## src/rtl/ilv_pkg.sv

```systemverilog
package ilv_pkg;
  // Width of the slot index carried in the strobe struct.
  localparam int SLOT_W = 4;
  localparam int MAX_UNITS = 1 << SLOT_W;

  // Control-to-datapath strobes for one cycle.
  typedef struct packed {
    logic              capture;  // operand pair on the input is valid
    logic [SLOT_W-1:0] slot;     // unit owning this cycle (capture and output)
  } ilvStrobe_t;
endpackage

```

## src/rtl/ilv_ctrl.sv

```systemverilog
module ilv_ctrl #(
  parameter int NUM_UNITS = 4
) (
  input  logic                clk,
  input  logic                rstN,
  input  logic                inValid,
  output ilv_pkg::ilvStrobe_t strobe
);
  import ilv_pkg::*;

  localparam logic [SLOT_W-1:0] LAST_SLOT = SLOT_W'(NUM_UNITS - 1);

  logic [SLOT_W-1:0] slotQ;

  initial begin
    assert (NUM_UNITS >= 2 && NUM_UNITS <= MAX_UNITS)
      else $error("NUM_UNITS out of range");
  end

  // Free-running modulo-N slot counter; it never waits for inValid.
  always_ff @(posedge clk or negedge rstN) begin
    if (!rstN) begin
      slotQ <= '0;
    end else if (slotQ == LAST_SLOT) begin
      slotQ <= '0;
    end else begin
      slotQ <= slotQ + 1'b1;
    end
  end

  assign strobe.capture = inValid;
  assign strobe.slot    = slotQ;


  slot_wrap_chk: assert property (@(posedge clk) disable iff (!rstN)
    (slotQ == LAST_SLOT) |=> (slotQ == '0));


  slot_step_chk: assert property (@(posedge clk) disable iff (!rstN)
    (slotQ != LAST_SLOT) |=> (slotQ == $past(slotQ) + 1'b1));


  slot_range_chk: assert property (@(posedge clk) disable iff (!rstN)
    slotQ <= LAST_SLOT);
endmodule

```

## src/rtl/ilv_unit.sv

```systemverilog
module ilv_unit #(
  parameter int DATA_W = 16,
  parameter int RES_W  = 2 * DATA_W
) (
  input  logic              clk,
  input  logic              rstN,
  input  logic              load,
  input  logic              inValid,
  input  logic [DATA_W-1:0] inA,
  input  logic [DATA_W-1:0] inB,
  output logic              holdValid,
  output logic [RES_W-1:0]  result
);
  logic [DATA_W-1:0] aQ, bQ;
  logic              validQ;

  // Operands are captured only in this unit's slot and then held for a lap.
  always_ff @(posedge clk or negedge rstN) begin
    if (!rstN) begin
      validQ <= 1'b0;
      aQ     <= '0;
      bQ     <= '0;
    end else if (load) begin
      validQ <= inValid;
      if (inValid) begin
        aQ <= inA;
        bQ <= inB;
      end
    end
  end

  // Slow function; it has a whole lap of the slot counter to settle.
  assign result    = RES_W'(aQ) * RES_W'(bQ) + RES_W'(aQ ^ bQ);
  assign holdValid = validQ;


  hold_stable_chk: assert property (@(posedge clk) disable iff (!rstN)
    !load |=> ($stable(aQ) && $stable(bQ) && $stable(validQ)));
endmodule

```

## src/rtl/ilv_datapath.sv

```systemverilog
module ilv_datapath #(
  parameter int NUM_UNITS = 4,
  parameter int DATA_W    = 16,
  parameter int RES_W     = 2 * DATA_W
) (
  input  logic                clk,
  input  logic                rstN,
  input  ilv_pkg::ilvStrobe_t strobe,
  input  logic [DATA_W-1:0]   inA,
  input  logic [DATA_W-1:0]   inB,
  output logic                outValid,
  output logic [RES_W-1:0]    outResult
);
  import ilv_pkg::*;

  logic [NUM_UNITS-1:0] loadVec;
  logic [NUM_UNITS-1:0] unitValid;
  logic [RES_W-1:0]     unitRes [NUM_UNITS];

  for (genvar g = 0; g < NUM_UNITS; g++) begin : gUnit
    assign loadVec[g] = (strobe.slot == SLOT_W'(g));

    ilv_unit #(
      .DATA_W(DATA_W),
      .RES_W (RES_W)
    ) uUnit (
      .clk      (clk),
      .rstN     (rstN),
      .load     (loadVec[g]),
      .inValid  (strobe.capture),
      .inA      (inA),
      .inB      (inB),
      .holdValid(unitValid[g]),
      .result   (unitRes[g])
    );
  end

  // Output mux steered by the same slot that steers capture.
  always_comb begin
    outValid  = 1'b0;
    outResult = '0;
    for (int i = 0; i < NUM_UNITS; i++) begin
      if (strobe.slot == SLOT_W'(i)) begin
        outValid  = unitValid[i];
        outResult = unitRes[i];
      end
    end
  end


  one_capture_chk: assert property (@(posedge clk) disable iff (!rstN)
    $countones(loadVec) == 1);
endmodule

```

## src/rtl/interleave_array.sv

```systemverilog
module interleave_array #(
  parameter int NUM_UNITS = 4,
  parameter int DATA_W    = 16,
  parameter int RES_W     = 2 * DATA_W
) (
  input  logic              clk,
  input  logic              rstN,
  input  logic              inValid,
  input  logic [DATA_W-1:0] inA,
  input  logic [DATA_W-1:0] inB,
  output logic              outValid,
  output logic [RES_W-1:0]  outResult
);
  import ilv_pkg::*;

  ilvStrobe_t strobe;

  ilv_ctrl #(
    .NUM_UNITS(NUM_UNITS)
  ) uCtrl (
    .clk    (clk),
    .rstN   (rstN),
    .inValid(inValid),
    .strobe (strobe)
  );

  ilv_datapath #(
    .NUM_UNITS(NUM_UNITS),
    .DATA_W   (DATA_W),
    .RES_W    (RES_W)
  ) uDatapath (
    .clk      (clk),
    .rstN     (rstN),
    .strobe   (strobe),
    .inA      (inA),
    .inB      (inB),
    .outValid (outValid),
    .outResult(outResult)
  );

  // Shadow record of inValid, used only by the checks below.
  logic [NUM_UNITS-1:0] validHist;

  always_ff @(posedge clk or negedge rstN) begin
    if (!rstN) begin
      validHist <= '0;
    end else begin
      validHist <= {validHist[NUM_UNITS-2:0], inValid};
    end
  end


  valid_delay_chk: assert property (@(posedge clk) disable iff (!rstN)
    outValid == validHist[NUM_UNITS-1]);


  quiet_after_reset_chk: assert property (@(posedge clk) disable iff (!rstN)
    (validHist == '0) |-> !outValid);
endmodule

```

## config.mk

```make
export PLATFORM = sky130hd
export DESIGN_NAME = interleave_array
export DESIGN_NICKNAME = d
export VERILOG_FILES = /design/src/rtl/ilv_pkg.sv /design/src/rtl/ilv_ctrl.sv /design/src/rtl/ilv_unit.sv /design/src/rtl/ilv_datapath.sv /design/src/rtl/interleave_array.sv
export SDC_FILE = /design/constraint.sdc
export NUM_CORES = 2
export LEC_CHECK = 0
export ABC_AREA = 0
export BUFFER_PORTS_ARGS = -buffer_cell sky130_fd_sc_hd__buf_2
export CAP_MARGIN = 20
export CELL_PAD_IN_SITES_DETAIL_PLACEMENT = 0
export CELL_PAD_IN_SITES_GLOBAL_PLACEMENT = 1
export CORE_UTILIZATION = 55
export DETAILED_ROUTE_END_ITERATION = 10
export MAX_ROUTING_LAYER = met4
export PLACE_DENSITY_LB_ADDON = 0.12
export SLEW_MARGIN = 20
export SYNTH_ARGS = -nofsm -noshare
export SYNTH_HDL_FRONTEND = slang
export SYNTH_HIERARCHICAL = 1
export SYNTH_SLANG_ARGS = --single-unit
```

## constraint.sdc

```tcl
create_clock -name clk -period 12.27 [get_ports clk]
set_clock_uncertainty 0.15 [all_clocks]
set_input_delay 2.454 -clock clk [delete_from_list [all_inputs] [get_ports clk]]
set_output_delay 2.454 -clock clk [all_outputs]
set_load 0.01 [all_outputs]
```

# == Yosys cells after proc, flatten, opt, wreduce, memory -nomap -nowiden ==
# Index checks and enable logic that the tools add are counted.
# W data, S select, Z words.
# totals
register_bits,136
latchBits,0
ram_bits,0
mem_bits_ro,0
inputBits,35
output_inout_bits,33
word_cells,43
mem_count,0
# classes
addsub,5
n_mul,4
div_mod_pow,0
magnitude_cmp,0
n_eq_ne,3
shift,0
n_mux,9
bitwise,4
n_reduce_logical,5
# op_table
op,count
$add A32 B16 Y32,4
$mul A16 B16 Y32,4
$mux W32,4
$xor A16 B16 Y16,4
$eq A4 B2 Y1 const B,2
$reduce_and A2 Y1,4
$add A4 B1 Y4 const B,1
$eq A4 B1 Y1 const B,1
$logic_not A4 Y1,1
$mux W1,4
$mux W4,1

# == Logic depth before layout (Yosys ltp) ==
# depth
depth_word,6
depth_mapped,25
depth_no_buf,23

# == Modules after synthesis ==
# The synthesis kept the hierarchy.
# modules_own_cells
mod,n_inst,cells_per_inst,area_per_inst_um2,seq_area_each_um2
ilv_unit (uDatapath.gUnit[2].uUnit),1,1146,10583.9,825.8
ilv_unit (uDatapath.gUnit[1].uUnit),1,1162,10575.1,825.8
ilv_unit (uDatapath.gUnit[0].uUnit),1,1142,10540.1,825.8
ilv_unit (uDatapath.gUnit[3].uUnit),1,1124,10372.4,825.8
ilv_datapath,1,122,1026.0,0.0
ilv_ctrl,1,13,158.9,100.1

# == Least setup slack after synthesis ==
# OpenSTA, ideal clock, no wires.
# synth_timing
path_kind,reg2out
from,register uDatapath.gUnit[3].uUnit.aQ[10]
to,output outResult[28]
t_arrival_ns,5.950
t_required_ns,9.666
slack_ns,3.716
path_stages_with_launch,24
path_buffers,1
cell_sequence,dfrtp_1 clkbuf_1 and2_1 fa_1 inv_1 fa_1 inv_1 fa_1 inv_1 fa_1 inv_1 fa_1 inv_1 fa_1 inv_1 ha_1 nand2_1 or4b_4 o21ai_4 a31oi_4 o221ai_2 xor2_1 mux2i_1 o22ai_1
# synth_rtl
item,line,text
from (decl),ilv_unit.sv:14,"logic [DATA_W-1:0] aQ, bQ;"
from (signal assigned),ilv_unit.sv:26,aQ <= inA;
to (decl),interleave_array.sv:12,output logic [RES_W-1:0] outResult

==> impl_metrics.env <==
export IMPL_period_needed_ns=10.30
export IMPL_cp_required_ns=9.67
export IMPL_ys_warn_count=6
export IMPL_pin_count=68
export IMPL_rr_worst_depth=5
export IMPL_cts_resized=0
export IMPL_die_w_um=282
export IMPL_nets=6004
export IMPL_place_congestion=0.952
export IMPL_maxSlewHeadroom=0.356
export IMPL_syn_nets=6073
export IMPL_worstPathArrival_ns=7.70
export IMPL_final_hold_viol_count=0
export IMPL_dieArea_um2=79800
export IMPL_cts_buffers=17
export IMPL_wl_um=126000
export IMPL_grt_overflow=0
export IMPL_remaining_drc_errors=0
export IMPL_synth_top_family_by_area="adder cells"
export IMPL_hpwl_um=101000
export IMPL_grt_pass1_wl_um=197000
export IMPL_cts_setup_buffers=0
export IMPL_setup_viol=0
export IMPL_worstSetupPathType="register to output pin"
export IMPL_rows=102
export IMPL_async_flop_share=1.00
export IMPL_via_count=31386
export IMPL_rsz0062_at_grt="no"
export IMPL_max_freq_ghz=0.0971
export IMPL_fp_dieH_um=282
export IMPL_grt_start_max_net_pins=78
export IMPL_core_area_um2=77600
export IMPL_drt_initial_drc_count=2020
export IMPL_avgRoutedWirePerCell_um=22.1
export IMPL_r2r_start="uCtrl/slotQ[1]"
export IMPL_clock_sinks=136
export IMPL_synth_cells=4709
export IMPL_syn_area_per_cell_um2=9.19
export IMPL_dr_pass1_iters=5
export IMPL_h_tree_depth=4
export IMPL_endpoint_kind="output pin"
export IMPL_synth_xor_area_share=0.0215
export IMPL_cts_tree="done"
export IMPL_synth_simple_area_share=0.145
export IMPL_drt_vias_per_instance=5.51
export IMPL_io_buffers=67
export IMPL_status="complete, no violations"
export IMPL_cp_start_kind="register"
export IMPL_grt_total_usage=0.342
export IMPL_cap_violations=0
export IMPL_fin_crit_sh=0.840
export IMPL_synth_compound_area_frac=0.0590
export IMPL_antenna_left=0
export IMPL_min_from="uCtrl/slotQ[0]"
export IMPL_seq_area_frac_synth=0.0787
export IMPL_first_global_vias=32783
export IMPL_hold_depth=1
export IMPL_synthAdderAreaFrac=0.530
export IMPL_synth_ff_type="dfrtp_1"
export IMPL_cts_buffer_depth=2
export IMPL_r2r_slack_ns=9.01
export IMPL_setup_tns_ns=0
export IMPL_crit_start="uDatapath/gUnit[2].uUnit/bQ[1]"
export IMPL_worstPathMaxFanout=17
export IMPL_synthDistinctLibCells=97
export IMPL_antenna_found_initial=16
export IMPL_fillers=7187
export IMPL_syn_cell_area_um2=43300
export IMPL_area_growth_pct=3.81
export IMPL_cts_root_buffer_cell="clkbuf_16"
export IMPL_clk_insertion_delay_late_ns=0.47
export IMPL_synth_edf_count=0
export IMPL_tightest_slew_ns=0.965
export IMPL_holdCritPathClass="register to register"
export IMPL_hold_buffers=0
export IMPL_muxShareOfSynthArea=0.0493
export IMPL_initial_core_util=0.557
export IMPL_final_layout_size_suffix_gt1_frac=0.0636
export IMPL_slew_viol_final=0
export IMPL_synth_seq_cells=136
export IMPL_cts_clk_slew_worst_paths_ns=0.07
## synthesized netlist by cell type (8+ instances only)
cell,n,area share
and3_1,14,0.0020
a21oi_1,112,0.013
dfrtp_1,136,0.079
nand2_1,602,0.052
o21a_1,9,0.0016
xor2_1,34,0.0069
nand2b_1,12,0.0017
o22ai_1,33,0.0048
buf_2,14,0.0016
nor2b_1,14,0.0020
a31oi_1,9,0.0013
nand3_1,27,0.0031
and2_1,467,0.068
o21ai_0,58,0.0067
a21o_1,31,0.0054
buf_1,13,0.0011
inv_1,1112,0.096
buf_6,8,0.0021
clkbuf_1,138,0.012
a211oi_1,20,0.0035
fa_1,840,0.39
o211ai_1,10,0.0017
nor2_1,68,0.0059
xnor2_1,72,0.015
mux2i_1,69,0.016
nor3_1,14,0.0016
o21bai_1,11,0.0019
mux2_2,128,0.033
ha_1,489,0.14
nand4_1,21,0.0030
## through the flow
step                      setup WS [ns]  instances  cell area [um2]  hold WS [ns]  utilization
after global routing               1.59       5697            44900         0.390        0.579
after global placement             2.66       5661            44300         0.330        0.571
final                              1.97       5701            44900         0.358        0.579
after detailed placement           2.62       5661            44300         0.344        0.571
after floorplan                    3.72       4709            43300         0.301            -
after CTS                          2.09       5693            44900         0.358        0.578
## cell type report
class                      count  area (um2)  area share
clock inverter                13         170     0.00379
clock buffer                  19         443     0.00986
antenna                        8        20.0    0.000446
inverter                    1113        4180      0.0930
tap                         1040        1300      0.0290
multi-input combinational   3277       34800       0.776
sequential                   136        3410      0.0759
timing repair buffer          95         552      0.0123
## routing by layer
metal / vias up / global-route usage / routed length (um)
met4: 0 / 0.0754 / 2600
met1: 16121 / 0.469 / 56500
met2: 1002 / 0.510 / 56200
li1: 14155 / - / -
met5: - / - / 0
met3: 108 / 0.0864 / 10700
## path summary, 6_finish.rpt
check | endpoint
min | uCtrl/slotQ[0]
max in group asynchronous | uCtrl/slotQ[1]
min reg2reg | uCtrl/slotQ[0]
min in group asynchronous | uDatapath/gUnit[0].uUnit/aQ[11]
max | outResult[19]
max reg2reg | uDatapath/gUnit[1].uUnit/aQ[14]
## cell usage in the layout (no fill, tap or decap), types with 69 or more instances in the layout
cell type / netlist / final
fa_1: 840 / 840
mux2i_1: 69 / 69
and2_1: 467 / 467
dfrtp_1: 136 / 135
nand2_1: 602 / 602
inv_1: 1112 / 1112
ha_1: 489 / 489
mux2_2: 128 / 128
xnor2_1: 72 / 72
a21oi_1: 112 / 112
## critical path, stage by stage (launching register included)
cell and delay, ns:
dfrtp_1 0.66, and2_1 0.32, fa_1 0.53, inv_1 0.05
fa_1 0.53, inv_1 0.05, fa_1 0.49, inv_1 0.05
fa_1 0.55, inv_1 0.05, fa_1 0.48, inv_1 0.05
fa_1 0.47, inv_1 0.05, ha_1 0.37, nand3_1 0.13
a211oi_1 0.47, o21ai_0 0.21, a21boi_0 0.41, a221oi_1 0.19
xnor2_1 0.20, mux2i_1 0.13, o22ai_1 0.52, buf_2 0.25
## logic make-up (layout without fill, tap and decap cells)
logic type / after synthesis / in the layout
xor gates and xnor gates: 106 / 106
muxes: 197 / 197
other: 0 / 8
adders and majority gates: 1329 / 1329
buffers and inverters: 1296 / 1240
and+or+nand+nor: 1270 / 1270
AOI/OAI and AO/OA: 375 / 375
DFF: 136 / 136
## sequential cells by signal (all words and copies together), names as in the netlist
| name | count |
|---|---|
| uDatapath/gUnit.uUnit/bQ | 64 |
| uDatapath/gUnit.uUnit/holdValid | 4 |
| uCtrl/slotQ | 4 |
| uDatapath/gUnit.uUnit/aQ | 64 |
Power is left out: the tool's default activity adds up to more than one toggle a clock period on the data nets, which glitch-free logic cannot reach.
